--- src/rtl/io_strobe_decode.sv ---
module io_strobe_decode #(
  parameter int SEL_W    = 3,
  parameter int LO_EDGES = 1,
  parameter int HI_EDGES = 1
) (
  input  logic                    cpu_clk,
  input  logic                    iorq_n,
  input  logic                    rd_n,
  input  logic [SEL_W-1:0]        slot_addr,
  input  logic                    reg_addr,
  output logic [(1<<SEL_W)-1:0]   dev_sel_n,
  output logic                    lcd_strobe,
  output logic                    lcd_read,
  output logic                    lcd_dsel
);

  localparam int NSEL = 1 << SEL_W;
  localparam int TOT  = LO_EDGES + HI_EDGES;
  localparam int CW   = $clog2(TOT + 1);

  logic [CW-1:0] edge_cnt;
  logic [CW-1:0] cnt_nx;
  logic          strobe_q;

  assign cnt_nx = edge_cnt + 1'b1;

  always_ff @(posedge cpu_clk or posedge iorq_n) begin
    if (iorq_n) begin
      edge_cnt <= '0;
      strobe_q <= 1'b0;
    end else if (edge_cnt != CW'(TOT)) begin
      edge_cnt <= cnt_nx;
      strobe_q <= (cnt_nx >= CW'(LO_EDGES)) && (cnt_nx < CW'(TOT));
    end else begin
      strobe_q <= 1'b0;
    end
  end

  for (genvar i = 0; i < NSEL; i++) begin : g_sel
    assign dev_sel_n[i] = iorq_n | (slot_addr != SEL_W'(i));
  end

  assign lcd_strobe = strobe_q;
  assign lcd_read   = ~rd_n;
  assign lcd_dsel   = reg_addr;

endmodule

--- config.mk ---
export PLATFORM = sky130hd
export DESIGN_NAME = io_strobe_decode
export DESIGN_NICKNAME = d
export VERILOG_FILES = /design/src/rtl/io_strobe_decode.sv
export SDC_FILE = /design/constraint.sdc
export NUM_CORES = 1
export LEC_CHECK = 0
export BUFFER_PORTS_ARGS = -buffer_cell sky130_fd_sc_hd__buf_2
export CELL_PAD_IN_SITES_DETAIL_PLACEMENT = 1
export CELL_PAD_IN_SITES_GLOBAL_PLACEMENT = 1
export CORE_AREA = 3 3 40 42
export CTS_BUF_LIST = sky130_fd_sc_hd__clkbuf_8 sky130_fd_sc_hd__clkbuf_16
export DETAILED_ROUTE_END_ITERATION = 8
export DIE_AREA = 0 0 43 45
export GPL_ROUTABILITY_DRIVEN = 0
export PLACE_DENSITY_LB_ADDON = 0.12
export SLEW_MARGIN = 10
export SYNTH_ARGS = -nofsm -noshare
export SYNTH_HDL_FRONTEND = slang
export SYNTH_SLANG_ARGS = --single-unit
--- constraint.sdc ---
create_clock -name cpu_clk -period 1.05 [get_ports cpu_clk]
set_clock_uncertainty 0.1 [all_clocks]
set_input_delay 0.105 -clock cpu_clk [delete_from_list [all_inputs] [get_ports cpu_clk]]
set_output_delay 0.105 -clock cpu_clk [all_outputs]
set_load 0.05 [all_outputs]
# Word level (Yosys, flattened, before mapping)
# Cells that the tools add are included.
[totals]
output_inout_bits = 11
input_bits = 7
ff_bits = 3
[classes]
muxes = 1
n_addsub = 1
n_bitwise = 9
eq_ne = 8
n_reduce_logical = 2
order_cmp = 2
[op_table]
columns = ["op", "count"]
rows = [
  ["3-bit inequality test (second input constant)", 4],
  ["1-bit bitwise OR", 8],
  ["3-bit by 2-bit inequality test with 1-bit output (second input constant)", 2],
  ["3-bit by 1-bit inequality test with 1-bit output (second input constant)", 1],
  ["3-bit nonzero test", 1],
  ["2-bit by 1-bit adder with 2-bit output (second input constant)", 1],
  ["2-bit by 1-bit >= comparator with 1-bit output (second input constant)", 1],
  ["2-bit less-than comparator (second input constant)", 1],
  ["2-bit inequality test (second input constant)", 1],
  ["1-bit logical AND", 1],
  ["1-bit 2-to-1 mux", 1],
  ["1-bit inverter", 1],
]

# Depth between registers and ports, before layout
[logic_depth]
word_depth = 4
mapped_depth = 3
depth_no_buf = 3

# Worst setup path before layout
# No wires, ideal clock.
[synth_timing]
kind = "register to register"
from = "register edge_cnt[0]"
to = "register edge_cnt[1]"
setup_slack_ps = -113
required_time_ps = 825
stages_incl_launch_ff = 4
arrival_time_ps = 938
setup_time_ps = 125
path_buffers = 0
cell_sequence = "dfrtp_1 > inv_1 > ha_1 > mux2_2"
[synth_between]
elab_chain_cells = 1
elab_cells_between_ends = 2
cone_classes = "add/sub (1); eq/ne (1)"
[synth_rtl]
columns = ["element", "line_no", "text"]
rows = [
  ["from (decl)", "21", "logic [CW-1:0] edge_cnt;"],
  ["from (signal assigned)", "32", "edge_cnt <= cnt_nx;"],
  ["2-bit by 1-bit adder with 2-bit output or 2-bit inequality test (tied branches)", "25, 31", ""],
]
# Several ways; a longest one is shown, not always the timed one.
# A chain may end at the register's enable or synchronous reset.

# Worst setup path after layout
[layout_timing]
from = "register edge_cnt[1]"
to = "register edge_cnt[1]"
# The elaborated chain is that of the path after synthesis.

==> summary.md <==
| Metric | Value |
|---|---|
| Status | `finished with violations` |
| Failing checks | `negative setup slack` |
| Slowest-stage cell, CP | `dfrtp_1` |
| Fmax | `842 MHz` |
| # H-tree levels | `1` |
| Net count, final | `59` |
| CP Max Fanout | `3` |
| Clock Power Share | `0.572` |
| Largest area contributor in the netlist | `dfrtp_1` |
| Full die area | `1940 sq um` |
| Leakage | `0.274 nW` |
| Final Hold Viols | `0` |
| Max-cap violation count | `0` |
| Root Driver | `clkbuf_8` |
| ANT nets after route | `0` |
| Reg2reg setup slack | `-140 ps` |
| First-pass GRT wire length | `1160 um` |
| Final worst path period share | `1.13` |
| Data arrival, critical path | `1180 ps` |
| Req. time, crit path | `1040 ps` |
| Synth top area share | `0.337` |
| Worst rel slew slack | `0.831` |
| Final WS setup | `-137 ps` |
| Post-Syn Area | `223 sq um` |
| Net Sw Frac | `0.246` |
| Hold Path Class | `in2out` |
| DRC Markers | `0` |
| Global routing's busiest layer | `met2` |
| Fin util | `0.438` |
| Vias per Instance | `4.17` |
| M1 GR Usage | `0.0845` |
| Slowest stage delay, CP | `400 ps` |
| GR met3 Demand/Resource | `0.0120` |
| CTS buffer count | `3` |
| DRT Pass-1 Iters | `1` |
| Initial drt markers | `0` |
| Crit-path cells | `buf_6 > ha_4 > mux2_4` |
| Layout cells sized above 1 | `0.755` |
| Sequential fraction of the synthesis area | `0.337` |
| WS Path Type | `reg2reg` |
| Longest Clk Path Bufs | `2` |
| Internal Power | `0.425 mW` |
| P per Cell Area | `1000 nW/um^2` |
| CTS tree | `built` |
| Clk_lat worst skew | `210 ps` |
| RSZ-0062 raised after global routing | `yes` |
| Syn_nets | `29` |
| Die height | `45 um` |
| Synth-to-Final Area Change | `153%` |
| FP Rows | `13` |
| Slew @ Worst Pin | `255 ps` |
| Worst setup EP type | `flip-flop` |
| Ranking of synthesized cells by area | `dfrtp_1, nand4bb_1, or4b_1` |
| Overall routing resource usage | `0.0850` |
| Yosys reg bits | `3` |
| GRT overflow | `0` |
| Clock period minus worst slack | `1190 ps` |
| Net switching power | `0.138 mW` |
| Design Power | `0.563 mW` |
| CP Launch Type | `flip-flop` |
| Starting Density | `0.173` |
| Die X-Extent | `43 um` |
| # IOs | `18` |
| Netlist cell types | `10` |
| Place WS | `-148 ps` |
| IO Port Bufs | `15` |
| Vias in the first global route | `287` |
| Post-detailed-routing wire length | `769 um` |
| Vias | `267` |
| Final setup fails | `6` |
| Core Area | `1280 sq um` |
| Number of antenna violations at the first check in global routing | `0` |
| Largest net degree at the start of global routing | `6` |
| Diode count | `0` |
| TritonCTS Sinks | `3` |
| Syn Area/Cell | `11.1 sq um` |
| Worst-path clk slew | `30 ps` |
| Cells after synthesis | `20` |
| Logic pwr share | `0.221` |
| Flop pwr share | `0.207` |
| Synth warnings | `0` |
| Avg WL per Cell | `12.0 um` |
| Fin. max-slew vios | `0` |
| Max VDD drop | `0.497 mV` |
| GRT met2 Usage | `0.156` |
[final timing paths]
check / start / endpoint / cells past startpoint
max in group asynchronous: iorq_n / lcd_strobe$_DFF_PP0_ / 4
min reg2reg: edge_cnt[0]$_DFFE_PP0P_ / lcd_strobe$_DFF_PP0_ / 2
max reg2reg: edge_cnt[1]$_DFFE_PP0P_ / edge_cnt[1]$_DFFE_PP0P_ / 3
min: reg_addr / lcd_dsel / 0
max: edge_cnt[1]$_DFFE_PP0P_ / edge_cnt[1]$_DFFE_PP0P_ / 3
min in group asynchronous: iorq_n / edge_cnt[1]$_DFFE_PP0P_ / 4
[cells by family after synthesis]
| family | Yosys count | share of synthesized area |
|---|---|---|
| simple gates | 8 | 0.360 |
| buf+inv | 5 | 0.101 |
| mux | 1 | 0.0506 |
| flops | 3 | 0.337 |
| fa+ha+maj | 2 | 0.112 |
| xor+xnor | 1 | 0.0393 |
[per-stage QoR]
| stage | hold slack (ps) | setup TNS [ps] | cell area, sq um | cells |
|---|---|---|---|---|
| finish | 110 | -487 | 563 | 64 |
| global route | 110 | -640 | 563 | 64 |
| CTS | 110 | -470 | 542 | 63 |
| detailed placement | 56.8 | -667 | 368 | 54 |
| global placement | 47.5 | -590 | 368 | 54 |
| floorplan | -241 | -88.9 | 244 | 20 |
[flip-flops by register name, indices dropped and copies added, names as in the netlist]
name and count:
edge_cnt 2, lcd_strobe 1
[placed cells by master (no fill, tap or decap)]
cell,synthesis,layout
buf_8,0,6
or4_4,0,1
dlygate4sd3_1,0,1
or4b_4,0,3
nand4b_1,1,1
buf_2,0,7
clkbuf_8,0,3
buf_4,1,9
inv_1,4,4
xnor2_2,0,1
ha_4,0,2
buf_6,0,2
inv_2,0,1
dfrtp_1,3,3
mux2_4,0,1
nand4bb_1,3,3
clkbuf_4,0,1
[final cells by class]
class | count | area [sq um]
Fill cell | 147 | 722
Timing Repair Buffer | 26 | 233
Multi-Input combinational cell | 12 | 176
Sequential cell | 3 | 75.1
Clock buffer | 3 | 41.3
Tap cell | 15 | 18.8
Inverter | 4 | 15.0
Clock inverter | 1 | 3.75
[metal layers]
| layer | wire, um | vias up |
|---|---|---|
| li1 | - | 132 |
| met1 | 315 | 130 |
| met2 | 431 | 5 |
| met3 | 21 | 0 |
| met4 | 0 | 0 |
| met5 | 0 | - |
[power groups by stage]
stage | Clock, mW | Combinational [mW] | Sequential (mW)
final | 0.322 | 0.125 | 0.116
after global routing | 0.342 | 0.132 | 0.116
after CTS | 0.328 | 0.120 | 0.116
after detailed placement | 0 | 0.0979 | 0.118
after global placement | 0 | 0.0958 | 0.118
after floorplan | 0 | 0.0646 | 0.118
[repair_timing]
action,CTS,global route
resized for setup,23,3
endpoints found under the hold margin,3,0
hold buffers,1,0
setup buffers,4,1
pin swaps,5,3
setup endpoints to repair,5,6
gates cloned,0,0
[cell usage after synthesis (all sizes together)]
cell type and n:
nand4bb 3, inv 4, dfrtp 3, or4 1, or4b 3, mux2 1, nand4b 1, xnor2 1
buf 1, ha 2
[critical path: cells and delay by family, from the launching register on]
family                     cells  cell delay [ps]
muxes                          1              290
DFF                            1              400
buffers and inverters          1              130
adders and majority gates      1              150
(Power assumes the default switching activity.)
